===== src/rtl/rxr_pkg.sv =====
package rxr_pkg;
    typedef enum logic [2:0] {
        S_IDLE, S_RDPTR, S_RDCTL, S_RECV, S_WRDATA, S_WRSTAT, S_WRHASH, S_DROP
    } rxr_state_e;

    typedef enum logic [2:0] {
        A_DPTR, A_DCTL, A_DATA, A_SINF, A_SHSH
    } rxr_addr_e;

    localparam int STAT_ERR_BIT   = 23;
    localparam int STAT_TRUNC_BIT = 27;
endpackage


===== src/rtl/rxr_ring_ptr.sv =====
module rxr_ring_ptr #(
    parameter int IDX_W = 4
) (
    input  logic             clk,
    input  logic             rst_n,
    input  logic [IDX_W-1:0] ring_last,
    input  logic [IDX_W-1:0] cons_idx,
    input  logic             advance,
    output logic [IDX_W-1:0] prod_idx,
    output logic             full
);
    logic [IDX_W-1:0] prod_d, prod_q, step;

    always_comb begin
        step   = (prod_q == ring_last) ? '0 : prod_q + 1'b1;
        full   = (step == cons_idx);
        prod_d = advance ? step : prod_q;
    end

    always_ff @(posedge clk) begin
        if (!rst_n) prod_q <= '0;
        else        prod_q <= prod_d;
    end

    assign prod_idx = prod_q;
endmodule


===== src/rtl/rxr_addr_gen.sv =====
module rxr_addr_gen #(
    parameter int AW    = 32,
    parameter int IDX_W = 4
) (
    input  rxr_pkg::rxr_addr_e kind,
    input  logic [AW-1:0]      desc_base,
    input  logic [AW-1:0]      stat_base,
    input  logic [IDX_W-1:0]   slot,
    input  logic [AW-1:0]      buf_ptr,
    input  logic [AW-1:0]      data_off,
    output logic [AW-1:0]      addr
);
    import rxr_pkg::*;
    localparam int ENTRY_SH = 3;
    logic [AW-1:0] slot_off;

    always_comb begin
        slot_off = AW'(slot) << ENTRY_SH;
        case (kind)
            A_DPTR:  addr = desc_base + slot_off;
            A_DCTL:  addr = desc_base + slot_off + AW'(4);
            A_DATA:  addr = buf_ptr + data_off;
            A_SINF:  addr = stat_base + slot_off;
            default: addr = stat_base + slot_off + AW'(4);
        endcase
    end
endmodule


===== src/rtl/rxr_desc_writer.sv =====
module rxr_desc_writer #(
    parameter int AW    = 32,
    parameter int IDX_W = 4,
    parameter int LEN_W = 11
) (
    input  logic             clk,
    input  logic             rst_n,
    input  logic [AW-1:0]    desc_base,
    input  logic [AW-1:0]    stat_base,
    input  logic [IDX_W-1:0] ring_last,
    input  logic [IDX_W-1:0] cons_idx,
    output logic [IDX_W-1:0] prod_idx,
    input  logic             in_valid,
    input  logic             in_sof,
    input  logic             in_eof,
    input  logic             in_err,
    input  logic [7:0]       in_data,
    output logic             in_ready,
    output logic             overrun,
    output logic             mem_req,
    output logic             mem_we,
    output logic [AW-1:0]    mem_addr,
    output logic [31:0]      mem_wdata,
    input  logic             mem_ack,
    input  logic [31:0]      mem_rdata
);
    import rxr_pkg::*;

    localparam int CNT_W = LEN_W + 1;

    typedef struct packed {
        rxr_state_e       st;
        logic [AW-1:0]    bptr;
        logic [LEN_W-1:0] bsz;
        logic [CNT_W-1:0] cnt;
        logic [31:0]      word;
        logic             last;
        logic             err;
        logic             trunc;
        logic             ovr;
    } ctx_t;

    ctx_t       ctx_d, ctx_q;
    logic       advance, full;
    logic [1:0] lane;
    logic [31:0] info;
    logic [AW-1:0] data_off;
    rxr_addr_e  kind;

    rxr_ring_ptr #(.IDX_W(IDX_W)) u_ptr (
        .clk(clk), .rst_n(rst_n), .ring_last(ring_last), .cons_idx(cons_idx),
        .advance(advance), .prod_idx(prod_idx), .full(full)
    );

    rxr_addr_gen #(.AW(AW), .IDX_W(IDX_W)) u_addr (
        .kind(kind), .desc_base(desc_base), .stat_base(stat_base), .slot(prod_idx),
        .buf_ptr(ctx_q.bptr), .data_off(data_off), .addr(mem_addr)
    );

    // status info word and buffer offset of the word being flushed
    always_comb begin
        lane     = ctx_q.cnt[1:0];
        data_off = AW'(ctx_q.cnt - 1'b1) & ~AW'(3);
        info     = '0;
        info[LEN_W-1:0]      = ctx_q.cnt[LEN_W-1:0] - 1'b1;
        info[STAT_ERR_BIT]   = ctx_q.err;
        info[STAT_TRUNC_BIT] = ctx_q.trunc;
    end

    // next-state logic
    always_comb begin
        ctx_d     = ctx_q;
        ctx_d.ovr = 1'b0;
        advance   = 1'b0;
        case (ctx_q.st)
            S_IDLE: begin
                ctx_d.cnt   = '0;
                ctx_d.word  = '0;
                ctx_d.last  = 1'b0;
                ctx_d.err   = 1'b0;
                ctx_d.trunc = 1'b0;
                if (in_valid && in_sof) begin
                    if (full) begin
                        ctx_d.st  = S_DROP;
                        ctx_d.ovr = 1'b1;
                    end else begin
                        ctx_d.st = S_RDPTR;
                    end
                end
            end
            S_RDPTR: if (mem_ack) begin
                ctx_d.bptr = AW'(mem_rdata);
                ctx_d.st   = S_RDCTL;
            end
            S_RDCTL: if (mem_ack) begin
                ctx_d.bsz = mem_rdata[LEN_W-1:0];
                ctx_d.st  = S_RECV;
            end
            S_RECV: if (in_valid) begin
                ctx_d.err  = ctx_q.err | in_err;
                ctx_d.last = in_eof;
                if (ctx_q.cnt <= CNT_W'(ctx_q.bsz)) begin
                    ctx_d.word = ctx_q.word | (32'(in_data) << (8 * lane));
                    ctx_d.cnt  = ctx_q.cnt + 1'b1;
                    if (lane == 2'd3 || in_eof || ctx_q.cnt == CNT_W'(ctx_q.bsz))
                        ctx_d.st = S_WRDATA;
                end else begin
                    ctx_d.trunc = 1'b1;
                    if (in_eof) ctx_d.st = S_WRSTAT;
                end
            end
            S_WRDATA: if (mem_ack) begin
                ctx_d.word = '0;
                ctx_d.st   = ctx_q.last ? S_WRSTAT : S_RECV;
            end
            S_WRSTAT: if (mem_ack) ctx_d.st = S_WRHASH;
            S_WRHASH: if (mem_ack) begin
                advance  = 1'b1;
                ctx_d.st = S_IDLE;
            end
            S_DROP: if (in_valid && in_eof) ctx_d.st = S_IDLE;
            default: ctx_d.st = S_IDLE;
        endcase
    end

    // outputs decoded from the registered state
    always_comb begin
        in_ready  = 1'b0;
        mem_req   = 1'b0;
        mem_we    = 1'b0;
        mem_wdata = '0;
        kind      = A_DPTR;
        case (ctx_q.st)
            S_IDLE:   in_ready = in_valid && !in_sof;
            S_RECV,
            S_DROP:   in_ready = 1'b1;
            S_RDPTR:  begin mem_req = 1'b1; kind = A_DPTR; end
            S_RDCTL:  begin mem_req = 1'b1; kind = A_DCTL; end
            S_WRDATA: begin mem_req = 1'b1; mem_we = 1'b1; kind = A_DATA; mem_wdata = ctx_q.word; end
            S_WRSTAT: begin mem_req = 1'b1; mem_we = 1'b1; kind = A_SINF; mem_wdata = info; end
            S_WRHASH: begin mem_req = 1'b1; mem_we = 1'b1; kind = A_SHSH; end
            default:  ;
        endcase
    end

    assign overrun = ctx_q.ovr;

    always_ff @(posedge clk) begin
        if (!rst_n) begin
            ctx_q    <= '0;
            ctx_q.st <= S_IDLE;
        end else begin
            ctx_q <= ctx_d;
        end
    end
endmodule


===== config.mk =====
export PLATFORM = sky130hd
export DESIGN_NAME = rxr_desc_writer
export DESIGN_NICKNAME = d
export VERILOG_FILES = /design/src/rtl/rxr_pkg.sv /design/src/rtl/rxr_ring_ptr.sv /design/src/rtl/rxr_addr_gen.sv /design/src/rtl/rxr_desc_writer.sv
export SDC_FILE = /design/constraint.sdc
export NUM_CORES = 1
export LEC_CHECK = 0
export BUFFER_PORTS_ARGS = -buffer_cell sky130_fd_sc_hd__buf_2
export CAP_MARGIN = 20
export CORE_MARGIN = 2
export CORE_UTILIZATION = 40
export CTS_CLUSTER_SIZE = 25
export DETAILED_ROUTE_END_ITERATION = 7
export PLACE_DENSITY = 0.64
export SLEW_MARGIN = 10
export SYNTH_ARGS = -nofsm -noshare
export SYNTH_HDL_FRONTEND = slang
export SYNTH_SLANG_ARGS = --single-unit

===== constraint.sdc =====
create_clock -name clk -period 6.1 [get_ports clk]
set_input_delay 0.915 -clock clk [delete_from_list [all_inputs] [get_ports clk]]
set_output_delay 0.915 -clock clk [all_outputs]
set_load 0.005 [all_outputs]

==> Yosys cells after proc, flatten, opt, wreduce, memory -nomap -nowiden <==
Index checks and enable logic that the tools add are counted.
{ "totals": {"register_bits": 98, "in_bits": 119, "out_inout_bits": 72, "elab_cells": 101} }
{ "op_classes": {"addsub": 9, "magnitude_cmp": 1, "n_eq_ne": 26, "shift": 1, "mux": 31, "bitwise_logic": 2, "reduce_logical": 21} }
{ "ops": {"columns": ["operator", "count"], "rows": [
  ["$pmux 32 s4", 1],
  ["$pmux 32 s3", 1],
  ["$add 32x3->32 const B", 2],
  ["$add 32x7->32", 2],
  ["$pmux 32 s2", 1],
  ["$mux 47", 1],
  ["$mux 44", 1],
  ["$mux 3", 12],
  ["$mux 35", 1],
  ["$add 32x32->32", 1],
  ["$mux 32", 1],
  ["$or 32x32->32", 1],
  ["$shl 8x5->32", 1],
  ["$pmux 12 s2", 1],
  ["$pmux 3 s8", 1],
  ["$ne 2x2->1 const B", 10],
  ["$sub 12x1->13 const B", 1],
  ["$add 12x1->12 const B", 1],
  ["$eq 12x11->1", 1],
  ["$eq 3x2->1 const B", 4],
  ["$eq 3x3->1 const B", 4],
  ["$le 12x11->1", 1],
  ["$pmux 3 s4", 1],
  ["$sub 11x1->11 const B", 1],
  ["other kinds (23)", 39]
]} }

==> Longest topological paths before layout <==
Gate-level depths: netlist of run 1.
{ "depth": {"ltp_word": 7, "mapped_depth": 18, "ltp_nobuf": 17} }

==> Modules after synthesis <==
Synthesis of run 1 repeated with hierarchy kept, for this count alone.
{ "unflattened": {"hier_cells": 1371, "area_unflattened_um2": 10141.0} }
{ "by_module_without_submodules": {"columns": ["mod", "instances", "cells_per_inst", "area_per_inst_um2", "seq_area_each_um2"], "rows": [
  ["rxr_addr_gen", 1, 763, 5192.5, 0.0],
  ["rxr_desc_writer", 1, 567, 4586.9, 1881.8],
  ["rxr_ring_ptr", 1, 41, 361.6, 80.1]
]} }

==> Least setup slack after synthesis of run 1 <==
Ideal clock, no wire load.
{ "synth_path": {"path_kind": "flip-flop to output port", "start": "reg ctx_q[38] (netlist bit)", "end": "out mem_addr[31]", "t_arrival_ns": 5.032, "required_time_ns": 5.185, "setup_slack_ns": 0.153, "path_stages_with_launch": 17, "path_buffers": 1, "cell_sequence": "dfxtp_1 -> clkbuf_1 -> nor3_1 -> nand3b_1 -> or3_1 -> nor3_1 -> ha_1 -> a211oi_1 -> nor2_1 -> a211oi_1 -> o21a_1 -> a21oi_1 -> o41ai_1 -> o31ai_1 -> xnor2_1 -> o211ai_1 -> a221o_1"} }
{ "synth_between": {"elab_chain_len": 3} }
{ "synth_rtl": {"columns": ["item", "line", "text"], "rows": [
  ["from (decl)", "rxr_desc_writer.sv:43", "ctx_t ctx_d, ctx_q;"],
  ["from (signal assigned)", "rxr_desc_writer.sv:153", "ctx_q <= ctx_d;"],
  ["$sub 12x1->13", "rxr_desc_writer.sv:63", "data_off = AW'(ctx_q.cnt - 1'b1) & ~AW'(3);"],
  ["$add 32x32->32", "rxr_addr_gen.sv:22", "A_DATA: addr = buf_ptr + data_off;"],
  ["$pmux 32 s4", "rxr_addr_gen.sv:19", "case (kind)"],
  ["to (decl)", "rxr_desc_writer.sv:22", "output logic [AW-1:0] mem_addr,"]
]} }
Every way passes these cells.

==> Worst setup path in the final report of run 1 <==
Same ends and word-level chain as after synthesis.

==> results of run 1 <==
synthesized netlist by cell type, types with 5 or more instances:
cell | n | area, µm²
a31oi_1 | 15 | 93.8
nand4b_1 | 6 | 52.6
mux2i_1 | 23 | 230
and2_1 | 6 | 37.5
nand2b_1 | 13 | 81.3
and4_1 | 8 | 70.1
buf_2 | 10 | 50.1
a221oi_1 | 6 | 52.6
or2_2 | 10 | 62.6
a21o_1 | 18 | 135
a22o_1 | 11 | 96.3
nand2_1 | 173 | 649
nor3_1 | 42 | 210
xnor2_1 | 74 | 648
o21bai_1 | 7 | 52.6
a211oi_1 | 12 | 90.1
nand3_1 | 35 | 175
nor4_1 | 15 | 93.8
nand4_1 | 30 | 188
a21oi_1 | 143 | 716
or3_1 | 5 | 31.3
nor3b_1 | 7 | 52.6
nor2b_1 | 8 | 50.1
inv_1 | 33 | 124
nor2_1 | 122 | 458
dfxtp_1 | 98 | 1960
and3_1 | 34 | 213
o22ai_1 | 19 | 119
clkbuf_1 | 56 | 210
o21ai_0 | 65 | 325
buf_1 | 5 | 18.8
ha_1 | 53 | 663
xor2_1 | 48 | 420
o211ai_1 | 12 | 90.1
a22oi_1 | 12 | 90.1
power by group through the flow:
stage / registers (mW) / clock network, mW / logic, mW
5_1_grt: 0.765 / 0.623 / 2.51
6_report: 0.756 / 0.590 / 2.29
4_1_cts: 0.756 / 0.599 / 2.24
2_1_floorplan: 0.733 / 0 / 1.55
3_5_place_dp: 0.771 / 0 / 2.24
3_3_place_gp: 0.769 / 0 / 2.22
registers in the layout (all words and copies together) (netlist names):
register / cells
ctx_q: 93
u_ptr.prod_idx: 4
overrun: 1
worst max path at each step:
stage / end / cells after the start / start
global placement: mem_addr[31] / 14 / desc_base[3]
detailed placement: mem_addr[31] / 14 / desc_base[3]
CTS: mem_addr[31] / 19 / ctx_q[36]$_SDFFE_PN0P_
finish: mem_addr[31] / 19 / ctx_q[38]$_SDFFE_PN0P_
floorplan: mem_addr[31] / 16 / ctx_q[38]$_SDFFE_PN0P_
global route: mem_addr[31] / 19 / ctx_q[38]$_SDFFE_PN0P_
cell usage in the layout, fill, tap and decap left out, drive strengths merged, types with 7 or more instances in the layout:
cell type,synthesis,layout
a211oi,13,13
a21o,18,18
a21oi,143,143
a22o,11,11
a22oi,12,12
a31oi,15,15
and3,34,34
and4,8,8
buf,16,216
clkbuf,56,10
dfxtp,98,98
ha,53,53
inv,34,38
mux2i,25,25
nand2,174,174
nand2b,13,13
nand3,36,36
nand4,31,31
nor2,123,123
nor2b,8,8
nor3,44,44
nor3b,9,9
nor4,17,17
o211ai,12,12
o21ai,67,67
o21bai,7,7
o22ai,19,19
or2,11,11
or3,7,7
xnor2,74,74
xor2,49,49
worst min-delay path, stage by stage, from the launching register on:
cell and delay (ns):
dfxtp_1 0.32, nand2_1 0.05, a21oi_1 0.05
final cells by class:
| cell class | instances | area share, % |
|---|---|---|
| multi-input cells | 1116 | 64.1 |
| inverters | 36 | 1.22 |
| clock inverters | 6 | 0.609 |
| diodes | 2 | 0.0451 |
| clock buffers | 10 | 2.15 |
| repair buffers | 216 | 10.6 |
| well taps | 319 | 3.60 |
| flip-flops and latches | 98 | 17.7 |
per-layer routing:
metal	global-route usage (%)	part of all wire (%)
met5	0	0.071
met4	6.74	1.8
met1	35.8	45
met3	3.89	8.5
met2	41.6	44
logic make-up after synthesis:
group	Yosys count	share of synthesized area, %
XOR/XNOR	123	11.4
buffers and inverters	108	4.49
flip-flops	98	20.7
AND/OR/NAND/NOR	542	28.8
multiplexers	25	2.72
AO/OA/AOI/OAI	370	24.2
adder cells (fa/ha/maj)	56	7.63
what timing repair did:
item,4_1_cts,5_1_grt
buffers inserted,0,1
setup endpoints to repair,0,4
resized for setup,0,4
stage by stage:
stage	power, mW	std cells	hold WS, ns
floorplan	2.28	1322	0.429
global placement	2.99	1781	0.440
detailed placement	3.01	1782	0.446
CTS	3.60	1798	0.458
global route	3.90	1801	0.483
finish	3.64	1803	0.458
==> impl_metrics.tcl, run 1 <==
set metrics [dict create \
    timing.slew.headroom_pct 24.1 \
    route.detailed.drc 0 \
    synth_cell_type_count 82 \
    via_count 10500 \
    min_path_cells 2 \
    arrival_ns 4.88 \
    rsz0062_at_grt "false" \
    tritoncts.num_buffers 9 \
    path_max_fanout 10 \
    hp-class "flop to flop" \
    grt_remaining_overflow 0 \
    initial_utilization_pct 40.5 \
    tightest_slew_ns 1.13 \
    hold_viol 0 \
    layout.nets 1652 \
    fill_cells 2457 \
    hold_end "ctx_q[60]$_SDFFE_PN0P_" \
    register_area_mm2 0.00196 \
    synthArstFlopShare_pct 0 \
    r2r-start "ctx_q[93]$_SDFFE_PN0P_" \
    synth_seq_area_share_pct 20.7 \
    die_h_um 158 \
    syn_area_per_cell_um2 7.17 \
    ys_warn_count 0 \
    combPwrFrac_pct 63.0 \
    leakage_nw 4.53 \
    fin_crit_ns 5.79 \
    ys_seq_elements 98 \
    power_density_mw_per_mm2 328 \
    tritoncts "yes" \
    grt_usage_pct 25.8 \
    drv_slew 0 \
    p_int_mw 1.87 \
    critPathTopFamily "compound AO/OA/AOI/OAI gates" \
    synth_nets 1497 \
    post_dp_cell_area_mm2 0.0107 \
    peakVddDrop_uv 180 \
    syn_inst 1322 \
    switching_share_pct 48.7 \
    end_kind "output port" \
    dieArea_mm2 0.0249 \
    htree_levels 3 \
    required_ns 5.18 \
    drt_iter0_markers 868 \
    multi_input_area_mm2 0.00712 \
    startpoint_type "flop" \
    fp-row-count 56 \
    syn_to_final_growth_pct 17.1 \
    drt_wl_total_mm 32.6 \
    clockBufferDepth 2 \
    seqPwrFrac_pct 20.8 \
    path_cells "nor3_1, nand3_1, or3_1, or2_2, nor2_1, xnor2_1, ha_1, and2_1, nand4_1, a21oi_1, o21ai_1, a21oi_1, o41ai_1, buf_4, o31ai_1, xnor2_1, o211ai_1, a221o_1, buf_2" \
    r2r_slack_ns 2.83 \
    cts_hold_buf 0 \
    utilization_pct 47.4 \
    critical_path_buf_inv_count 2 \
    dp_slack_ns 0.378 \
    postRouteAntennaNets 0 \
    finalCritPeriodShare_pct 94.9 \
    grt_pass1_wl_mm 51.3 \
    synth_ff_type "dfxtp_1" \
    clock-sinks 98 \
    place_hpwl_mm 25.4 \
    crit_slowest_cell "dfxtp_1" \
    setup_viol 0 \
    outcome "complete, no violations" \
    clk_latency_ns 0.36 \
    hp-start "ctx_q[60]$_SDFFE_PN0P_" \
    setup_slack_ns 0.309 \
    finalClockSkew_ns 0.0153 \
    crit_type "flop to output port" \
    gp_congestion 0.958 \
    stdcell_area_mm2 0.0111 \
    antenna_found_initial 4 \
    firstDrtPassIters 5 \
    ff2ff_path_depth 7 \
    grt_pass1_vias 9636 \
    core_area_mm2 0.0234 \
    fin_tns_setup_ns 0 \
    p_clk_share_pct 16.2 \
    drive_above_1_share_pct 18.3 \
    drv_cap 0 \
    fp.dieW_um 158 \
    cts-root-buf "clkbuf_16" \
    synth-edff-count 0 \
    max_freq_ghz 0.173 \
    io_pins 191 \
    p_sw_mw 1.77 \
    clk_pin_slew_ns 0.08 \
    grt_start_max_net_pins 58 \
    cp_slowest_stage_delay_ns 0.42 \
    rr_endpoint "ctx_q[25]$_SDFFE_PN0P_" \
    netlist_area_mm2 0.00948 \
    wire_per_inst_um 18.1 \
    io_buffer_count 190 \
    vias_per_cell 5.81 \
]
(Power assumes the default switching activity.)
==> run 2: changes to the inputs <==
--- a/config.mk
+++ b/config.mk
@@ -7,11 +7,13 @@
 export LEC_CHECK = 0
 export BUFFER_PORTS_ARGS = -buffer_cell sky130_fd_sc_hd__buf_2
 export CAP_MARGIN = 20
+export CELL_PAD_IN_SITES_DETAIL_PLACEMENT = 0
+export CELL_PAD_IN_SITES_GLOBAL_PLACEMENT = 1
 export CORE_MARGIN = 2
-export CORE_UTILIZATION = 40
+export CORE_UTILIZATION = 37
 export CTS_CLUSTER_SIZE = 25
 export DETAILED_ROUTE_END_ITERATION = 7
-export PLACE_DENSITY = 0.64
+export PLACE_DENSITY = 0.79
 export SLEW_MARGIN = 10
 export SYNTH_ARGS = -nofsm -noshare
 export SYNTH_HDL_FRONTEND = slang
==> run 2 against run 1 <==
Die area is 7.9% higher. Non-clock buffer count is 1 higher. Largest power group unchanged. Highest routed layer unchanged. Critical endpoint unchanged. Largest cell class unchanged. Count of clock-buffer cells in the layout is 1 higher. Critical path type unchanged. Clock skew is 0.0034 ns lower.
==> impl_metrics.tcl, run 2 (synthesis results as in run 1) <==
set metrics [dict create \
    p_sw_mw 1.74 \
    dp_slack_ns 0.424 \
    route.detailed.drc 0 \
    power_density_mw_per_mm2 326 \
    critical_path_buf_inv_count 2 \
    hp-class "flop to flop" \
    drt_wl_total_mm 33.1 \
    vias_per_cell 5.74 \
    hp-start "ctx_q[57]$_SDFFE_PN0P_" \
    fin_tns_setup_ns 0 \
    timing.slew.headroom_pct 22.3 \
    tightest_slew_ns 1.16 \
    initial_utilization_pct 37.6 \
    hold_viol 0 \
    htree_levels 3 \
    clk_latency_ns 0.36 \
    r2r-start "ctx_q[41]$_SDFFE_PN0P_" \
    combPwrFrac_pct 63.5 \
    finalClockSkew_ns 0.0119 \
    end_kind "output port" \
    clk_pin_slew_ns 0.06 \
    cp_slowest_stage_delay_ns 0.41 \
    drv_slew 0 \
    seqPwrFrac_pct 20.7 \
    via_count 10400 \
    grt_start_max_net_pins 55 \
    clockBufferDepth 2 \
    startpoint_type "flop" \
    place_hpwl_mm 26.2 \
    largest_register_ffs 93 \
    core_area_mm2 0.0252 \
    switching_share_pct 48.1 \
    startpoint "ctx_q[40]$_SDFFE_PN0P_" \
    io_pins 191 \
    finalCritPeriodShare_pct 95.1 \
    syn_to_final_growth_pct 17.0 \
    layout_commonest_cell "buf_2" \
    setup_slack_ns 0.300 \
    layout.nets 1653 \
    gp_congestion 0.917 \
    p_clk_share_pct 15.7 \
    firstDrtPassIters 5 \
    p_int_mw 1.87 \
    critPathTopFamily "compound AO/OA/AOI/OAI gates" \
    tritoncts.num_buffers 9 \
    regMostFlops "ctx_q" \
    clock-sinks 98 \
    cts_hold_buf 0 \
    wire_per_inst_um 18.3 \
    most-common-layout-cells "buf_2 (190), nand2_1 (173), a21oi_1 (142)" \
    fp-row-count 58 \
    grt_pass1_vias 9614 \
    crit_slowest_cell "dfxtp_1" \
    grt_remaining_overflow 0 \
    fp.dieW_um 164 \
    final_cells 1815 \
    numPlacedInstances 1795 \
    stdcell_area_mm2 0.0111 \
    setup_viol 0 \
    postRouteAntennaNets 0 \
    fin_crit_ns 5.80 \
    grt_usage_pct 24.2 \
    die_h_um 164 \
    path_max_fanout 7 \
    post_dp_cell_area_mm2 0.0108 \
    whs_ns 0.454 \
    drv_cap 0 \
    peakVddDrop_uv 159 \
    rsz0062_at_grt "false" \
    dieArea_mm2 0.0269 \
    tritoncts "yes" \
    critPathMostFrequentCell "xnor2_1" \
    max_freq_ghz 0.172 \
    r2r_slack_ns 2.89 \
    arrival_ns 4.88 \
    antenna_found_initial 4 \
    cts-root-buf "clkbuf_16" \
    grt_pass1_wl_mm 51.5 \
    path_cells "nor3_1, nand3_1, or3_1, or2_2, nor2_1, xnor2_1, ha_1, and2_1, a31o_2, o21ai_0, a21oi_1, o41ai_1, buf_4, o31ai_1, xnor2_1, o211ai_1, a221o_1, buf_2" \
    io_buffer_count 190 \
    drive_above_1_share_pct 18.3 \
    drt_iter0_markers 953 \
    leakage_nw 4.51 \
    utilization_pct 44.0 \
    crit_type "flop to output port" \
    required_ns 5.18 \
    outcome "complete, no violations" \
    p_total_mw 3.61 \
]
run 2: cell count changes in the layout (fill, tap and decap cells not counted), sizes merged:
cell	before	now
bufinv	0	1
clkinvlp	0	2
clkbuf	10	11
inv	38	34
buf	216	217
run 2: final cells by class:
class / count / area [µm²]
Inverter: 36 / 135
Sequential cell: 98 / 1960
Antenna cell: 2 / 5.00
Multi-Input combinational cell: 1116 / 7120
Fill cell: 2693 / 14100
Clock buffer: 11 / 233
Tap cell: 330 / 413
Clock inverter: 5 / 55.1
Timing Repair Buffer: 217 / 1160
run 2: worst paths after layout:
check,to,cells after the start
hold / removal,ctx_q[57]$_SDFFE_PN0P_,2
setup reg to reg,ctx_q[20]$_SDFFE_PN0P_,11
setup / recovery,mem_addr[31],18
hold reg to reg,ctx_q[57]$_SDFFE_PN0P_,2
run 2: metal layers:
metal,track usage (%),vias up,share of wire (%)
met1,33.5,4803,46
li1,-,5116,-
met4,7.58,4,2.4
met2,38.2,438,44
met5,0,-,0.072
met3,3.96,57,7.9
run 2: worst register-to-register path, cell delays in order, from the launching register on:
cell and delay (ns):
dfxtp_1 0.51, ha_1 0.31, a21o_1 0.16, a21o_1 0.17
a21oi_1 0.14, or2_2 0.12, o311a_1 0.22, nor2_1 0.10
a21o_1 0.22, nor3_1 0.90, a21oi_1 0.18, nor2_1 0.11
run 2: power groups by stage:
stage                     clock network [mW]  registers (mW)  logic [mW]
final                                  0.568           0.749        2.29
after global routing                   0.608           0.756        2.51
after global placement                     0           0.762        2.24
after floorplan                            0           0.733        1.55
after detailed placement                   0           0.763        2.24
after CTS                              0.579           0.749        2.25
run 2: repair_timing:
action	in CTS	in global routing
buffers inserted	0	1
endpoints found under the setup margin	0	2
resized for setup	0	5
